==> src/rtl/jpe_pkg.sv <==
package jpe_pkg;
  localparam int SCAN_W     = 4;
  localparam int BIT_W      = $clog2(SCAN_W);
  localparam int RST_PULSES = 5;
  localparam int PRE_LEN    = RST_PULSES + 2;      // resets, idle once, select-DR
  localparam int IR_LEN     = 3 + SCAN_W + 2;      // 1,0,0 / shifts / 1,1
  localparam int DR_LEN     = 2 + SCAN_W + 2;      // 0,0 / shifts / 1,1
  localparam int N_STEPS    = PRE_LEN + 2 * IR_LEN + DR_LEN;
  localparam int STEP_W     = $clog2(N_STEPS + 1);
  localparam int N_SCANS    = 3;

  localparam logic [SCAN_W-1:0] CODE_IR_FIRST  = 4'h2;
  localparam logic [SCAN_W-1:0] CODE_DR        = 4'h2;
  localparam logic [SCAN_W-1:0] CODE_IR_SECOND = 4'hC;

  typedef struct packed {
    logic             tms;
    logic             tdi;
    logic             shift;
    logic [1:0]       scan;
    logic [BIT_W-1:0] bitn;
  } step_t;

  function automatic logic [SCAN_W-1:0] scan_code(input int sc);
    case (sc)
      0:       return CODE_IR_FIRST;
      1:       return CODE_DR;
      default: return CODE_IR_SECOND;
    endcase
  endfunction

  // Pin values for TCK cycle idx of the fixed script.
  function automatic step_t script_step(input int idx);
    step_t            s;
    int               j;
    int               off;
    int               sc;
    logic [SCAN_W-1:0] code;
    s     = '0;
    s.tms = 1'b1;
    if (idx < PRE_LEN) begin
      s.tms = (idx != RST_PULSES);
      return s;
    end
    j = idx - PRE_LEN;
    if (j < IR_LEN) begin
      sc  = 0;
      off = j;
    end else if (j < IR_LEN + DR_LEN) begin
      sc  = 1;
      off = j - IR_LEN + 1;                          // data scan skips select-IR
    end else begin
      sc  = 2;
      off = j - IR_LEN - DR_LEN;
    end
    s.scan = 2'(sc);
    code   = scan_code(sc);
    if (off == 1 || off == 2) begin
      s.tms = 1'b0;
    end else if (off >= 3 && off < 3 + SCAN_W) begin
      s.shift = 1'b1;
      s.bitn  = BIT_W'(off - 3);
      s.tms   = (off == 2 + SCAN_W);
      s.tdi   = code[off-3];
    end
    return s;
  endfunction
endpackage

==> src/rtl/jpe_tck_gen.sv <==
module jpe_tck_gen #(
  parameter int DIV_W = 8
) (
  input  logic             clk,
  input  logic             rst,
  input  logic             run,
  input  logic [DIV_W-1:0] div,
  output logic             tck,
  output logic             evt_rise,
  output logic             evt_fall
);
  logic [DIV_W-1:0] cnt_q;
  logic             tick;

  assign tick     = run && (cnt_q == div);
  assign evt_rise = tick && !tck;
  assign evt_fall = tick && tck;

  always_ff @(posedge clk) begin
    if (rst || !run) begin
      cnt_q <= '0;
      tck   <= 1'b0;
    end else if (tick) begin
      cnt_q <= '0;
      tck   <= ~tck;
    end else begin
      cnt_q <= cnt_q + 1'b1;
    end
  end
endmodule

==> src/rtl/jpe_capture.sv <==
module jpe_capture
  import jpe_pkg::*;
(
  input  logic             clk,
  input  logic             rst,
  input  logic             clear,
  input  logic             sample,
  input  logic [1:0]       scan,
  input  logic [BIT_W-1:0] bitn,
  input  logic             tdo,
  output logic [SCAN_W-1:0] cap [N_SCANS]
);
  for (genvar g = 0; g < N_SCANS; g++) begin : g_scan
    always_ff @(posedge clk) begin
      if (rst || clear) begin
        cap[g] <= '0;
      end else if (sample && (int'(scan) == g)) begin
        cap[g][bitn] <= tdo;
      end
    end
  end
endmodule

==> src/rtl/jtag_pgm_entry.sv <==
module jtag_pgm_entry
  import jpe_pkg::*;
#(
  parameter int DIV_W = 8
) (
  input  logic              clk,
  input  logic              rst,
  input  logic              start,
  input  logic [DIV_W-1:0]  div,
  output logic              busy,
  output logic              done,
  output logic              tck,
  output logic              tms,
  output logic              tdi,
  input  logic              tdo,
  output logic [SCAN_W-1:0] cap_ir0,
  output logic [SCAN_W-1:0] cap_dr,
  output logic [SCAN_W-1:0] cap_ir1
);
  logic              evt_rise;
  logic              evt_fall;
  logic              evt_launch;
  logic              evt_last;
  logic [STEP_W-1:0] step_q;
  step_t             cur_step;
  step_t             nxt_step;
  step_t             first_step;
  logic [SCAN_W-1:0] cap [N_SCANS];

  assign evt_launch = start && !busy;
  assign evt_last   = (int'(step_q) == N_STEPS - 1);
  assign cur_step   = script_step(int'(step_q));
  assign nxt_step   = script_step(int'(step_q) + 1);
  assign first_step = script_step(0);

  jpe_tck_gen #(.DIV_W(DIV_W)) u_tck (
    .clk      (clk),
    .rst      (rst),
    .run      (busy),
    .div      (div),
    .tck      (tck),
    .evt_rise (evt_rise),
    .evt_fall (evt_fall)
  );

  jpe_capture u_cap (
    .clk    (clk),
    .rst    (rst),
    .clear  (evt_launch),
    .sample (busy && evt_rise && cur_step.shift),
    .scan   (cur_step.scan),
    .bitn   (cur_step.bitn),
    .tdo    (tdo),
    .cap    (cap)
  );

  assign cap_ir0 = cap[0];
  assign cap_dr  = cap[1];
  assign cap_ir1 = cap[2];

  always_ff @(posedge clk) begin
    if (rst) begin
      busy   <= 1'b0;
      done   <= 1'b0;
      step_q <= '0;
      tms    <= 1'b1;
      tdi    <= 1'b0;
    end else begin
      done <= 1'b0;
      if (evt_launch) begin
        busy   <= 1'b1;
        step_q <= '0;
        tms    <= first_step.tms;
        tdi    <= first_step.tdi;
      end else if (busy && evt_fall) begin
        if (evt_last) begin
          busy <= 1'b0;
          done <= 1'b1;
          tms  <= 1'b1;
          tdi  <= 1'b0;
        end else begin
          step_q <= step_q + 1'b1;
          tms    <= nxt_step.tms;
          tdi    <= nxt_step.tdi;
        end
      end
    end
  end
endmodule

==> config.mk <==
export PLATFORM = sky130hd
export DESIGN_NAME = jtag_pgm_entry
export DESIGN_NICKNAME = d
export VERILOG_FILES = /design/src/rtl/jpe_pkg.sv /design/src/rtl/jpe_tck_gen.sv /design/src/rtl/jpe_capture.sv /design/src/rtl/jtag_pgm_entry.sv
export SDC_FILE = /design/constraint.sdc
export NUM_CORES = 1
export LEC_CHECK = 0
export ABC_AREA = 1
export ABC_CLOCK_PERIOD_IN_PS = 9000
export BUFFER_PORTS_ARGS = -buffer_cell sky130_fd_sc_hd__buf_2
export CAP_MARGIN = 20
export CORE_MARGIN = 2
export CORE_UTILIZATION = 64
export DETAILED_ROUTE_END_ITERATION = 7
export PLACE_DENSITY_LB_ADDON = 0.12
export SLEW_MARGIN = 5
export SYNTH_ARGS = -nofsm -noshare
export SYNTH_HDL_FRONTEND = slang
export SYNTH_HIERARCHICAL = 1
export SYNTH_SLANG_ARGS = --single-unit
==> constraint.sdc <==
create_clock -name clk -period 9 [get_ports clk]
set_clock_uncertainty 0.15 [all_clocks]
set_input_delay 0.45 -clock clk [delete_from_list [all_inputs] [get_ports clk]]
set_output_delay 0.45 -clock clk [all_outputs]
set_load 0.01 [all_outputs]
# After elaboration in Yosys (flattened, before gate mapping)
# Cells that the tools add are included.
[op_classes]
n_addsub = 13
order_cmp = 13
n_eq_ne = 11
muxes = 44
bitwise = 3
n_reduce_logical = 29
[op_table]
columns = ["op", "n"]
rows = [
  ["$mux 32", 8],
  ["$lt 32x4->1 const B", 3],
  ["$eq 32x2->1 const B", 2],
  ["$eq 32x3->1 const B", 2],
  ["$ge 32x3->1 const B", 2],
  ["$sub 32x3->32 const B", 2],
  ["$eq 32x1->1 const B", 1],
  ["$eq 32x4->1 const B", 1],
  ["$logic_not 32->1", 1],
  ["$mux 2", 9],
  ["$sub 8x5->9 const B", 2],
  ["$mux 1", 15],
  ["$mux 7", 2],
  ["$logic_and 1x1->1", 13],
  ["$bwmux 4", 3],
  ["$add 9x2->10 const B", 1],
  ["$mux 5", 2],
  ["$sub 9x5->10 const B", 1],
  ["$add 8x2->9 const B", 1],
  ["$add 8x1->8 const B", 1],
  ["$eq 8x8->1", 1],
  ["$lt 8x5->1 const B", 1],
  ["$lt 8x6->1 const B", 1],
  ["$mux 4", 2],
  ["other kinds (25)", 36],
]
[word_totals]
ff_bits = 31
inputBits = 12
wordCells = 123

# Longest topological paths before layout
[depth]
depth_word = 17
ltp_mapped = 26

# By module
# Netlist, hierarchy kept.
[by_module_without_submodules]
columns = ["module", "n_inst", "cells_per_inst", "area_each_um2"]
rows = [
  ["jtag_pgm_entry", 1, 289, 1657.8],
  ["jpe_capture", 1, 93, 555.5],
  ["jpe_tck_gen", 1, 81, 520.5],
]

# Worst setup path after synthesis
# OpenSTA, ideal clock, no wires.
[synth_path]
path_type = "register to register"
startpoint = "register step_q[0]"
endpoint = "register u_cap/cap[0] (netlist name)"
setup_ns = 0.113
arrival_time_ns = 3.150
t_required_ns = 8.737
setup_slack_ns = 5.587
path_stages_with_launch = 22
synth_period_minus_slack_ns = 3.413
path_cell_list = "dfxtp_1 > buf_2 > inv_1 > ha_1 > inv_1 > nand2_1 > nor2_1 > nand2_1 > nand2_1 > nand3_1 > nand2_1 > xor2_1 > inv_1 > ha_1 > o31ai_1 > nand4_1 > nor2_1 > nand3_1 > nor2_1 > nand2_1 > nand2_1 > nor2_1"
[synth_via]
elab_chain_cells = 16
[synth_rtl]
columns = ["item", "line", "source"]
rows = [
  ["start: declaration", "jtag_pgm_entry.sv:24", "logic [STEP_W-1:0] step_q;"],
  ["start signal: assignment", "jtag_pgm_entry.sv:82", "step_q <= step_q + 1'b1;"],
  ["$sub 6x3->7", "jpe_pkg.sv:45", "j = idx - PRE_LEN;"],
  ["$sub 7x5->8", "jpe_pkg.sv:51, jpe_pkg.sv:54", ""],
  ["$sub 8x5->9 or $add 8x2->9 (tied branches)", "jpe_pkg.sv:54, jpe_pkg.sv:51", ""],
  ["$mux 32", "jpe_pkg.sv:49", "end else if (j < IR_LEN + DR_LEN) begin"],
  ["$mux 32", "jpe_pkg.sv:46", "if (j < IR_LEN) begin"],
  ["$mux 32", "jpe_pkg.sv:45", ""],
  ["$ge 32x3->1 or $lt 32x4->1 (tied branches)", "jpe_pkg.sv:60", "end else if (off >= 3 && off < 3 + SCAN_W) begin"],
  ["$logic_and 1x1->1", "jpe_pkg.sv:60", ""],
  ["$mux 2", "jpe_pkg.sv:60", ""],
  ["$mux 2", "jpe_pkg.sv:58", "if (off == 1 || off == 2) begin"],
  ["$mux 5 *", "jpe_pkg.sv:45", ""],
  ["$lt 2x3->1 (implied by the code) or $ge 2x1->1 (tied branches)", "jpe_capture.sv:18", "cap[g][bitn] <= tdo;"],
  ["$logic_and 1x1->1 (implied by the code)", "jpe_capture.sv:18", ""],
  ["$mux 1 (implied by the code)", "jpe_capture.sv:18", ""],
  ["$demux 1 s2", "--", ""],
  ["$bwmux 4", "jpe_capture.sv:18", ""],
  ["end signal: indexed assignment", "jpe_capture.sv:18", ""],
  ["end: declaration", "jpe_capture.sv:11", "output logic [SCAN_W-1:0] cap [N_SCANS]"],
]
# Mark *: on every way between the ends. The rest lies on a longest branch, timed or not. The select of a mux whose other input is x is not followed.
# A chain may end at the register's enable or synchronous reset.

# Final worst setup path
[layout_path]
startpoint = "register step_q[0]"
endpoint = "register u_cap/cap[5] (netlist name)"
# Same word-level chain as after synthesis.

==> impl_metrics.yaml <==
clock_tree:
  hold_buffers: 0
  cts_buffers: 5
  clkSlewWorstSetupHoldPaths_ns: 0.07
  cts_tree: "done"
  cts_resized: 0
  clock-sinks: 31
  clockBufferDepth: 2
  root_buffer: "clkbuf_8"
  clkLatencyLatePin_ns: 0.28
  cts_setup_buffers: 0
  cts_htree_levels: 2
place:
  port-buffer-count: 28
  gp_congestion: 0.927
  dp_hpwl_microns: 4920
yosys:
  yosys-top-cells-count: "nand2_1, nor2_1, inv_1"
  syn_inst: 463
  synth_top_cell_area_share_pct: 22.7
  ys.flop_type: "dfxtp_1"
  synth_top_family_by_area: "simple AND/OR/NAND/NOR gates"
  synth-xor-area-share_pct: 2.88
  synth_compound_area_share_pct: 8.28
  syn_area_sq_mm: 0.00273
  synth_fa_ha_area_share_pct: 8.24
  synth_most_common_cell: "nand2_1"
  async_flop_share_pct: 0
  yosysTopAreaCell: "dfxtp_1"
  ys_ff_latch: 31
  syn-mean-instance-area_sq_um: 5.90
  synth_edf_count: 0
  yosys.area_share.simple_pct: 46.7
  syn_nets: 493
  yosysWarnings: 6
  muxShareOfSynthArea_pct: 0
  ys_top_cells_by_area: "dfxtp_1, nand2_1, nor2_1"
  yosysUniqueCellTypes: 34
  ys_seq_area_share_pct: 22.7
cells_and_area:
  final_core_util_pct: 74.8
  nets: 524
  drive_gt1_share_pct: 15.8
  syn2layout_area_growth_pct: 11.1
  num_antenna_cells: 0
pwr:
  p_sw_share_pct: 21.0
  seqPwrFrac_pct: 47.1
  vdd_ir_drop_max_mv: 0.0702
  p_sw_mw: 0.0619
  comb_power_share_pct: 4.7
  p_per_area_mw_per_mm2: 97.0
  internal_power_mw: 0.233
  p_leak_nw: 1.55
  clkPwrFrac_pct: 48.3
routing:
  wl_per_cell_microns: 11.3
  met3_length_microns: 266
  via_per_inst: 5.22
  vias: 2843
  drtIter0Drc: 172
  wl_met2_microns: 3010
  drtPass1Iterations: 4
  wl_microns: 6180
  drc: 0
  top_layer: "met4"
  wl_met1_microns: 2790
  ant_nets: 0
grt:
  grt_remaining_overflow: 0
  antenna_found_initial: 0
  grt_use_total_pct: 27.4
  grt_pass1_wl_microns: 11100
  grt_max_degree: 13
  grt_pass1_vias: 2689
timing:
  final_max_slew_viol_count: 0
  period_share_pct: 45.9
  rsz0062_at_grt: "no"
  tightestPinTransition_ns: 0.748
  fin_setup_tns_ns: 0
  setup_violations: 0
  slew_headroom_pct: 49.9
  fmax_ghz: 0.242
  post-route-min-period_ns: 4.13
  hold_viol_final: 0
worst_setup_path:
  path_class: "reg -> reg"
  cp-end-kind: "flop"
  path_max_fanout: 9
  arrival_ns: 4.16
  worstPathRequired_ns: 9.03
  cp-start-kind: "flop"
die:
  die_area_sq_mm: 0.00481
  start_util_pct: 67.4
  die_width_microns: 69.4
  rows: 23
  die-height_microns: 69.4
  core_area_sq_mm: 0.00406
  boundaryPins: 29
run:
  max-cap-violations: 0
min_path:
  hold_path.class: "in -> reg"
status:
  status: "finished, final reports clean"
registers in the layout (all words and copies together), names as in the netlist:
signal       count
u_tck/tck        1
busy             1
tdi              1
done             1
u_tck/cnt_q      8
u_cap/cap       12
step_q           6
tms              1
worst paths after layout:
check / from / slack, ns / depth (start not counted) / to
worst max-delay path: step_q[0] / 4.87 / 21 / u_cap/cap[5]
worst min-delay path: rst / 0.25 / 2 / busy
worst max register to register: step_q[0] / 4.87 / 21 / u_cap/cap[5]
worst min register to register: u_cap/cap[3] / 0.33 / 2 / u_cap/cap[3]
stage by stage:
step           hold WS, ns  power [mW]  instance area, sq um  std cells  setup slack (ns)
5_1_grt              0.238       0.305                  3040        545              4.45
6_report             0.245       0.294                  3040        545              4.87
3_3_place_gp         0.312       0.155                  2920        537              5.28
3_5_place_dp         0.320       0.155                  2920        537              4.95
4_1_cts              0.241       0.296                  3040        545              4.91
2_1_floorplan        0.291       0.150                  2730        463              5.59
power groups by stage:
stage / Clock (mW) / Combinational, mW / Sequential [mW]
2_1_floorplan: 0 / 0.00845 / 0.142
3_3_place_gp: 0 / 0.0132 / 0.142
3_5_place_dp: 0 / 0.0137 / 0.142
4_1_cts: 0.144 / 0.0138 / 0.139
5_1_grt: 0.151 / 0.0155 / 0.139
6_report: 0.142 / 0.0137 / 0.139
worst max-delay path, stage by stage (launching register included):
cell,delay (ns)
dfxtp_1,0.50
inv_1,0.20
ha_1,0.37
inv_1,0.11
nand2_1,0.10
nor2_1,0.12
nand2_1,0.07
nand2_1,0.06
nand3_1,0.13
nand2_1,0.22
nand2_1,0.09
o21ai_0,0.17
inv_1,0.08
ha_1,0.21
o31ai_1,0.29
nand4_1,0.19
nor2_1,0.36
nand3_1,0.22
nor2_1,0.19
nand2_1,0.09
nand2_1,0.07
nor2_1,0.04
final cells by class:
class,instances,area (sq um)
well taps,50,62.6
multi-input cells,352,1810
fillers,350,1020
clock inverters,2,35.0
clock buffers,6,82.6
inverters,76,289
flip-flops and latches,31,621
repair buffers,28,140
kinds of logic after synthesis:
logic type,count (synthesis)
buffers and inverters,80
adder cells (fa/ha/maj),18
XOR/XNOR,9
AO/OA/AOI/OAI,39
flip-flops,31
AND/OR/NAND/NOR,286
routing by layer:
metal	track usage [%]	vias up
met2	48.7	66
met3	4.94	15
met5	0	-
met4	10.2	0
li1	-	1508
met1	32.6	1254
cell usage in the layout (no fill, tap or decap):
| cell | count |
|---|---|
| ha_1 | 18 |
| nand2_1 | 125 |
| a21boi_1 | 1 |
| or4_1 | 1 |
| xor2_1 | 8 |
| clkinv_1 | 1 |
| nand2_4 | 3 |
| dfxtp_1 | 31 |
| nand3_1 | 32 |
| nand4_1 | 12 |
| a31oi_1 | 2 |
| inv_4 | 1 |
| a21oi_2 | 1 |
| o2111a_1 | 1 |
| clkbuf_8 | 6 |
| nand3_2 | 4 |
| o211ai_1 | 2 |
| bufinv_16 | 1 |
| nand2_2 | 14 |
| buf_2 | 28 |
| o21ai_2 | 1 |
| o31ai_1 | 1 |
| xnor2_1 | 1 |
| o22ai_1 | 1 |
| o2111ai_1 | 1 |
| nor2_2 | 5 |
| o21ai_1 | 2 |
| nor2_1 | 83 |
| o21ai_0 | 13 |
| clkinv_2 | 2 |
| nor3_1 | 3 |
| nor2_4 | 4 |
| inv_2 | 8 |
| inv_1 | 65 |
| a21oi_1 | 13 |
Power figures use the tool's default switching activity.
